<file path="src/rtl/dmac_csr_pkg.sv">
package dmac_csr_pkg;

  localparam int MAX_CH = 16;
  localparam int DW     = 32;

  typedef enum logic [1:0] {
    ALIAS_WR   = 2'd0,
    ALIAS_SET  = 2'd1,
    ALIAS_CLR  = 2'd2,
    ALIAS_NONE = 2'd3
  } alias_e;

  typedef enum logic [2:0] {
    SEL_BURST,
    SEL_STAT,
    SEL_ERR,
    SEL_CHCTL,
    SEL_VER,
    SEL_NONE
  } sel_e;

  localparam logic [7:0] PAGE_BURST = 8'h00;
  localparam logic [7:0] PAGE_STAT  = 8'h01;
  localparam logic [7:0] PAGE_ERR   = 8'h02;
  localparam logic [7:0] PAGE_CHCTL = 8'h03;
  localparam logic [7:0] PAGE_VER   = 8'h80;

  localparam logic [DW-1:0] BURST_MASK = 32'h3000_0000;

  // Result of one software write through the selected alias.
  function automatic logic [DW-1:0] apply_alias(input logic [DW-1:0] cur,
                                                input logic [DW-1:0] wd,
                                                input alias_e kind);
    case (kind)
      ALIAS_WR:  return wd;
      ALIAS_SET: return cur | wd;
      ALIAS_CLR: return cur & ~wd;
      default:   return cur;
    endcase
  endfunction

  // Both halves of a status word carry one bit per implemented channel.
  function automatic logic [DW-1:0] chan_mask(input int nch);
    logic [DW-1:0] m;
    m = '0;
    for (int i = 0; i < MAX_CH; i++) begin
      if (i < nch) begin
        m[i]          = 1'b1;
        m[MAX_CH + i] = 1'b1;
      end
    end
    return m;
  endfunction

  // Bus fault always counts; a termination fault counts only without completion.
  function automatic logic [MAX_CH-1:0] eff_err_calc(input logic [MAX_CH-1:0] err,
                                                     input logic [MAX_CH-1:0] bus,
                                                     input logic [MAX_CH-1:0] cmpl);
    return (err & bus) | (err & ~bus & ~cmpl);
  endfunction

endpackage

</file>
<file path="src/rtl/dmac_csr_decode.sv">
module dmac_csr_decode
  import dmac_csr_pkg::*;
(
  input  logic [11:0] addr,
  output sel_e        sel,
  output alias_e      kind
);

  logic [7:0] page;
  assign page = addr[11:4];

  always_comb begin
    case (page)
      PAGE_BURST: sel = SEL_BURST;
      PAGE_STAT:  sel = SEL_STAT;
      PAGE_ERR:   sel = SEL_ERR;
      PAGE_CHCTL: sel = SEL_CHCTL;
      PAGE_VER:   sel = SEL_VER;
      default:    sel = SEL_NONE;
    endcase
  end

  // Unaligned offsets and the fourth alias slot make a write do nothing.
  always_comb begin
    if (addr[1:0] != 2'b00) kind = ALIAS_NONE;
    else                    kind = alias_e'(addr[3:2]);
  end

endmodule

</file>
<file path="src/rtl/dmac_alias_reg.sv">
module dmac_alias_reg
  import dmac_csr_pkg::*;
#(
  parameter int            W     = 32,
  parameter logic [W-1:0]  WMASK = '1
) (
  input  logic         clk,
  input  logic         rst_n,
  input  logic         wr_hit,
  input  alias_e       kind,
  input  logic [W-1:0] wdata,
  input  logic [W-1:0] hw_set,
  input  logic [W-1:0] hw_clr,
  output logic [W-1:0] q
);

  logic [DW-1:0] sw_wide;
  logic [W-1:0]  sw_next;
  logic [W-1:0]  nxt;

  assign sw_wide = apply_alias(DW'(q), DW'(wdata), kind);
  assign sw_next = wr_hit ? sw_wide[W-1:0] : q;
  // Channel events are applied after software so that they are never lost.
  assign nxt     = ((sw_next & ~hw_clr) | hw_set) & WMASK;

  always_ff @(posedge clk or negedge rst_n) begin
    if (!rst_n) q <= '0;
    else        q <= nxt;
  end

endmodule

</file>
<file path="src/rtl/dmac_irq_combine.sv">
module dmac_irq_combine
  import dmac_csr_pkg::*;
#(
  parameter int NCH = 16
) (
  input  logic [NCH-1:0] cmpl,
  input  logic [NCH-1:0] en,
  input  logic [NCH-1:0] err,
  input  logic [NCH-1:0] bus,
  output logic [NCH-1:0] eff_err,
  output logic [NCH-1:0] ch_irq,
  output logic           irq
);

  logic [MAX_CH-1:0] eff_w;

  assign eff_w   = eff_err_calc(MAX_CH'(err), MAX_CH'(bus), MAX_CH'(cmpl));
  assign eff_err = eff_w[NCH-1:0];

  genvar g;
  generate
    for (g = 0; g < NCH; g++) begin : g_ch
      assign ch_irq[g] = (cmpl[g] & en[g]) | eff_err[g];
    end
  endgenerate

  assign irq = |ch_irq;

endmodule

</file>
<file path="src/rtl/dmac_csr_bank.sv">
module dmac_csr_bank
  import dmac_csr_pkg::*;
#(
  parameter int         NCH           = 16,
  parameter logic [7:0] VERSION_MAJOR = 8'd3
) (
  input  logic           clk,
  input  logic           rst_n,
  input  logic           bus_wr,
  input  logic [11:0]    bus_addr,
  input  logic [31:0]    bus_wdata,
  output logic [31:0]    bus_rdata,
  input  logic [NCH-1:0] cmpl_evt,
  input  logic [NCH-1:0] err_evt,
  input  logic [NCH-1:0] err_is_bus,
  output logic [NCH-1:0] ch_freeze,
  output logic [NCH-1:0] ch_reset,
  output logic [NCH-1:0] ch_irq,
  output logic [NCH-1:0] eff_err,
  output logic           irq
);

  localparam logic [DW-1:0] STAT_MASK = chan_mask(NCH);

  sel_e   sel;
  alias_e kind;

  dmac_csr_decode u_dec (
    .addr (bus_addr),
    .sel  (sel),
    .kind (kind)
  );

  logic hit_burst, hit_stat, hit_err, hit_chctl;
  assign hit_burst = bus_wr && (sel == SEL_BURST) && (kind != ALIAS_NONE);
  assign hit_stat  = bus_wr && (sel == SEL_STAT)  && (kind != ALIAS_NONE);
  assign hit_err   = bus_wr && (sel == SEL_ERR)   && (kind != ALIAS_NONE);
  assign hit_chctl = bus_wr && (sel == SEL_CHCTL) && (kind != ALIAS_NONE);

  // Channel events widened to the register layout.
  logic [MAX_CH-1:0] cmpl_w, err_w, busf_w, termf_w;
  assign cmpl_w  = MAX_CH'(cmpl_evt);
  assign err_w   = MAX_CH'(err_evt);
  assign busf_w  = MAX_CH'(err_evt & err_is_bus);
  assign termf_w = MAX_CH'(err_evt & ~err_is_bus);

  logic [DW-1:0] stat_set, err_set, err_clr;
  assign stat_set = {{MAX_CH{1'b0}}, cmpl_w};
  assign err_set  = {busf_w, err_w};
  assign err_clr  = {termf_w, {MAX_CH{1'b0}}};

  logic [DW-1:0] burst_q, stat_q, err_q;

  dmac_alias_reg #(.W(DW), .WMASK(BURST_MASK)) u_burst (
    .clk(clk), .rst_n(rst_n), .wr_hit(hit_burst), .kind(kind),
    .wdata(bus_wdata), .hw_set('0), .hw_clr('0), .q(burst_q)
  );

  dmac_alias_reg #(.W(DW), .WMASK(STAT_MASK)) u_stat (
    .clk(clk), .rst_n(rst_n), .wr_hit(hit_stat), .kind(kind),
    .wdata(bus_wdata), .hw_set(stat_set), .hw_clr('0), .q(stat_q)
  );

  dmac_alias_reg #(.W(DW), .WMASK(STAT_MASK)) u_err (
    .clk(clk), .rst_n(rst_n), .wr_hit(hit_err), .kind(kind),
    .wdata(bus_wdata), .hw_set(err_set), .hw_clr(err_clr), .q(err_q)
  );

  logic [NCH-1:0] freeze_q;

  dmac_alias_reg #(.W(NCH), .WMASK({NCH{1'b1}})) u_freeze (
    .clk(clk), .rst_n(rst_n), .wr_hit(hit_chctl), .kind(kind),
    .wdata(bus_wdata[NCH-1:0]), .hw_set('0), .hw_clr('0), .q(freeze_q)
  );

  // Reset triggers are not stored: they become a one-cycle pulse.
  logic           rst_trig;
  logic [NCH-1:0] rst_pulse_q;
  assign rst_trig = hit_chctl && ((kind == ALIAS_WR) || (kind == ALIAS_SET));

  always_ff @(posedge clk or negedge rst_n) begin
    if (!rst_n)        rst_pulse_q <= '0;
    else if (rst_trig) rst_pulse_q <= bus_wdata[MAX_CH +: NCH];
    else               rst_pulse_q <= '0;
  end

  // Named views of the stored state, used by the combiner and the checker.
  logic [NCH-1:0] stat_cmpl, stat_en, err_flag, err_mark;
  assign stat_cmpl = stat_q[NCH-1:0];
  assign stat_en   = stat_q[MAX_CH +: NCH];
  assign err_flag  = err_q[NCH-1:0];
  assign err_mark  = err_q[MAX_CH +: NCH];

  dmac_irq_combine #(.NCH(NCH)) u_irq (
    .cmpl    (stat_cmpl),
    .en      (stat_en),
    .err     (err_flag),
    .bus     (err_mark),
    .eff_err (eff_err),
    .ch_irq  (ch_irq),
    .irq     (irq)
  );

  assign ch_freeze = freeze_q;
  assign ch_reset  = rst_pulse_q;

  always_comb begin
    case (sel)
      SEL_BURST: bus_rdata = burst_q;
      SEL_STAT:  bus_rdata = stat_q;
      SEL_ERR:   bus_rdata = err_q;
      SEL_CHCTL: bus_rdata = DW'(freeze_q);
      SEL_VER:   bus_rdata = {VERSION_MAJOR, 24'h0};
      default:   bus_rdata = '0;
    endcase
  end

endmodule

</file>
<file path="config.mk">
export PLATFORM = sky130hd
export DESIGN_NAME = dmac_csr_bank
export DESIGN_NICKNAME = d
export VERILOG_FILES = /design/src/rtl/dmac_csr_pkg.sv /design/src/rtl/dmac_csr_decode.sv /design/src/rtl/dmac_alias_reg.sv /design/src/rtl/dmac_irq_combine.sv /design/src/rtl/dmac_csr_bank.sv
export SDC_FILE = /design/constraint.sdc
export NUM_CORES = 1
export LEC_CHECK = 0
export BUFFER_PORTS_ARGS = -buffer_cell sky130_fd_sc_hd__buf_4
export CAP_MARGIN = 40
export CORE_MARGIN = 2
export CORE_UTILIZATION = 46
export DETAILED_ROUTE_END_ITERATION = 8
export PLACE_DENSITY = 0.8
export SLEW_MARGIN = 20
export SYNTH_ARGS = -nofsm -noshare
export SYNTH_HDL_FRONTEND = slang
export SYNTH_SLANG_ARGS = --single-unit
</file>
<file path="constraint.sdc">
create_clock -name clk -period 1.8 [get_ports clk]
set_clock_uncertainty 0.15 [all_clocks]
set_input_delay 0.09 -clock clk [delete_from_list [all_inputs] [get_ports clk]]
set_output_delay 0.09 -clock clk [all_outputs]
set_load 0.02 [all_outputs]
</file>
# After elaboration in Yosys (flattened, before gate mapping)
# Cells that the tools add are included.
# totals
input_bits	95
register_bits	98
wordCells	99
# classes
eq_ne	11
bitwise_logic	55
n_reduce_logical	18
mux	10
# ops
op	count
$pmux W32 S3	2
$pmux W32 S5	1
$and A16 B16 Y16	6
$and A32 B32 Y32	3
$or A32 B32 Y32	3
$pmux W30 S3	1
$mux W32	2
$not A16 Y16	4
$not A32 Y32	2
$pmux W16 S3	1
$or A16 B16 Y16	2
$or A32 B16 Y32	1
$and A30 B30 Y30	1
$or A30 B30 Y30	1
$and A1 B1 Y1	16
$eq A8 B2 Y1 const B	2
$mux W16	1
$or A1 B1 Y1	16
$reduce_or A16 Y1	1
$pmux W3 S5	1
$logic_and A1 B1 Y1	9
$eq A8 B1 Y1 const B	1
$eq A8 B8 Y1 const B	1
$logic_not A8 Y1	1
13 further kinds	15

# Logic depth before layout (Yosys ltp)
# logic_depth
ltp_word	8
depth_mapped	9
mapped_depth_nobuf	7

# Hierarchy
# From an unflattened synthesis, not the netlist that was laid out.
# unflattened
cells_unflattened	742
area_unflattened_um2	6939.2
# modules_own_cells
module	seq_area_each_um2	area_per_inst_um2	cells_each	n_inst
dmac_alias_reg (u_err ...)	800.8	1770.4	172	2
dmac_csr_bank	400.4	1737.9	206	1
dmac_alias_reg (u_freeze)	400.4	879.6	87	1
dmac_irq_combine	0.0	371.6	53	1
dmac_alias_reg (u_burst)	50.0	352.8	43	1
dmac_csr_decode	0.0	56.3	9	1

# Worst setup path after synthesis
# No wires, ideal clock.
# synth_timing
path_type	input port to flip-flop
start	input bus_addr[3]
end	register u_stat.q[29]
path_buffers	1
setup_time_ps	130
arrival_time_ps	1849
required_time_ps	1520
slack_ps	-329
stages	7
cell_sequence	or3_1 ha_1 nor2b_1 nand3_1 nor3_1 buf_2 a21oi_1
# synth_via
elab_chain_len	5
word_cells_on_any_way	9
# synth_lines
item	line_no	text
start, declared	dmac_csr_bank.sv:10	input logic [11:0] bus_addr,
$mux W2 *	dmac_csr_decode.sv:25	if (addr[1:0] != 2'b00) kind = ALIAS_NONE;
$eq A2 B2 Y1 (tied with other cells)	dmac_csr_pkg.sv:34	case (kind)
$pmux W32 S3 or $logic_and A1 B1 Y1 (tied branches)	dmac_csr_pkg.sv:34, dmac_csr_bank.sv:36	
$mux W32 *	dmac_alias_reg.sv:22	assign sw_next = wr_hit ? sw_wide[W-1:0] : q;
$or A32 B16 Y32 *	dmac_alias_reg.sv:24	assign nxt = ((sw_next & ~hw_clr) | hw_set) & WMASK;
end signal, assigned	dmac_alias_reg.sv:28	else q <= nxt;
end, declared	dmac_alias_reg.sv:14	output logic [W-1:0] q
# Mark *: on every way between the ends. The rest lies on a longest branch, timed or not.
# A chain may end at the register's enable or synchronous reset.

==> reports/results.ini <==
[grt]
grt_pass1_wl_um=36500
grt_util_met2=0.563
antenna_found_initial=0
use_met1=0.439
grtUsageMet3=0.0758
overflow=0
first_global_vias=6891
grt_max_degree=46
busiest_layer=met2
track_usage=0.355

[worst_setup_path]
rr_endpoint=u_err.q[5]$_DFF_PN0_
crit_path_top_delay_cell=dfrtp_1
cp-start-kind=flip-flop
slowest_delay_ns=0.42
crit_top_cell=buf_4
path_class=reg2out
cp.arrival_ns=1.99
crit_fanout=2
rr_startpoint=u_err.q[5]$_DFF_PN0_
r2r_slack_ns=0.65
cp_data_required_time_ns=1.56
crit_chain=nand2b_4 > a22o_1 > nor4_4 > buf_4 > nand4_1 > buf_4
cp-end-kind=output port
r2r_cells=3

[logic_synthesis]
synth_cell_types=39
synth_area_um2=5830
synth_nets=735
seq_area_frac_synth=0.421
synth_cells=636
synth-edff-count=0
yosys_warnings=0
syn_avg_cell_area_um2=9.16
async_reset_ff_frac=1.00
synth_flop_cell=dfrtp_1
synth_seq_cells=98

[flow_run]
maxCapViolations=0

[power]
ir_drop_uv=676
power_density_nw_per_um2=569
power_mw=5.64
leakagePower_nw=4.55

[layout]
syn_to_final_growth_pct=70.1
diodes=0
drive_above_1_share=0.406
final_cell_mix=buf_4 (233), dfrtp_1 (97), dlygate4sd3_1 (90)
layout_commonest_cell=buf_4
final.fill_count=707
utilization=0.795
multi_input_area_um2=3540
regArea_um2=2450
final_nets=1076

[sta]
clock.fmax_mhz=449
hold_viol_final=0
min_period_ns=2.23
slew_headroom=0.722
rsz0062_at_grt=true
drv_slew=0
setup_slack_ns=-0.429
setup_violations=66
tightest_slew_ns=0.413
period_share=1.24

[floorplan]
die_w_um=117
die_area_um2=13600
die_y_um=117
coreArea_um2=12500
ioPinCount=192
placementRows=41
initial_core_util=0.467

[clock_network]
numCtsBuffers=9
htreeDepth=3
cts_root_buf=clkbuf_16
cts_tree=done
clkSinkCount=98
clk_pin_slew_worst_paths_ns=0.07
clockBufferDepth=2
clk-insertion-delay-late_ns=0.35

[detailed_routing]
wl_um=26700
drc_errors=0
dr.first_iter.drc_count=895
ant_nets=0
viasPerCell=6.21
dr_total_vias=7150
wl_per_cell_um=23.2
dr.pass1.iters=6

[placement]
port-buffer-count=191
dp_hpwl_um=15700
place_congestion=0.984

[min_path]
min_path_type=in2async

[run_status]
violations=setup timing
status=complete, but fails checks

==> worst max-delay path by stage <==
| stage | startpoint | endpoint | slack [ns] | cells past startpoint |
|---|---|---|---|---|
| finish | flip-flop | irq | -0.43 | 6 |
| global route | flip-flop | irq | -0.48 | 6 |
| CTS | flip-flop | irq | -0.39 | 6 |
| detailed placement | bus_addr[7] | flip-flop | -0.39 | 8 |
| global placement | bus_addr[7] | bus_rdata[28] | -0.33 | 9 |
| floorplan | bus_addr[7] | flip-flop | -0.21 | 7 |
==> timing repair <==
action / 4_1_cts / 5_1_grt
hold endpoints to repair: 196 / 0
pin swaps: 21 / 40
buffers inserted: 6 / 7
resized for setup: 38 / 87
cloned: 0 / 8
hold buffers: 90 / 0
endpoints found under the setup margin: 17 / 109
==> cell type report <==
type | count | area share
Multi-Input combinational cell | 478 | 0.358
Timing Repair Buffer | 371 | 0.336
Sequential cell | 98 | 0.248
Tap cell | 172 | 0.0217
Clock inverter | 3 | 0.00682
Clock buffer | 10 | 0.0231
Inverter | 19 | 0.00720
==> cell families (layout without fill, tap and decap cells) <==
| family | Yosys count | after routing | synth area share |
|---|---|---|---|
| simple gates | 224 | 225 | 0.211 |
| compound gates | 217 | 217 | 0.258 |
| flops | 98 | 98 | 0.421 |
| buf+inv | 61 | 403 | 0.0432 |
| mux | 32 | 32 | 0.0584 |
| fa+ha+maj | 4 | 4 | 0.00859 |
==> critical path, delay by kind of cell (launching register included) <==
family	cells	cell delay, ns
AOI/OAI and AO/OA	1	0.25
buffers and inverters	2	0.35
DFF	1	0.42
and+or+nand+nor	3	0.61
==> per-stage QoR <==
| stage | std cells | hold WS, ns | TNS [ns] | setup WS [ns] | cell area (µm²) |
|---|---|---|---|---|---|
| final | 1151 | 0.0896 | -7.13 | -0.429 | 9910 |
| after global routing | 1151 | 0.0997 | -8.05 | -0.481 | 9910 |
| after CTS | 1136 | 0.0431 | -2.19 | -0.393 | 9400 |
| after detailed placement | 1027 | -0.124 | -30.88 | -0.387 | 7980 |
| after global placement | 1027 | -0.121 | -26.22 | -0.329 | 7980 |
| after floorplan | 636 | -0.356 | -6.76 | -0.211 | 5910 |
==> layer usage <==
metal  part of all wire  up-vias
met5                  0        -
met4              0.069        0
met3               0.11      158
met2               0.47      565
met1               0.36     3433
li1                   -     2994
==> cell usage after synthesis, types with 18 or more instances <==
library cell / count / area share
a211oi_1: 32 / 0.041
a21o_1: 32 / 0.041
a21oi_1: 54 / 0.046
a22o_1: 28 / 0.042
a22oi_1: 18 / 0.023
and2_1: 34 / 0.037
clkbuf_1: 31 / 0.020
dfrtp_1: 98 / 0.42
inv_1: 19 / 0.012
nand2_1: 70 / 0.045
nand2b_1: 21 / 0.023
nor2_1: 37 / 0.024
nor2b_1: 19 / 0.020
o31ai_1: 32 / 0.041
==> report_power, final <==
part | internal, mW | switching [mW] | total, mW
Sequential | 2.24 | 0.0460 | 2.29
Combinational | 0.644 | 0.648 | 1.29
Clock | 1.20 | 0.860 | 2.06
Power figures use the tool's default switching activity.
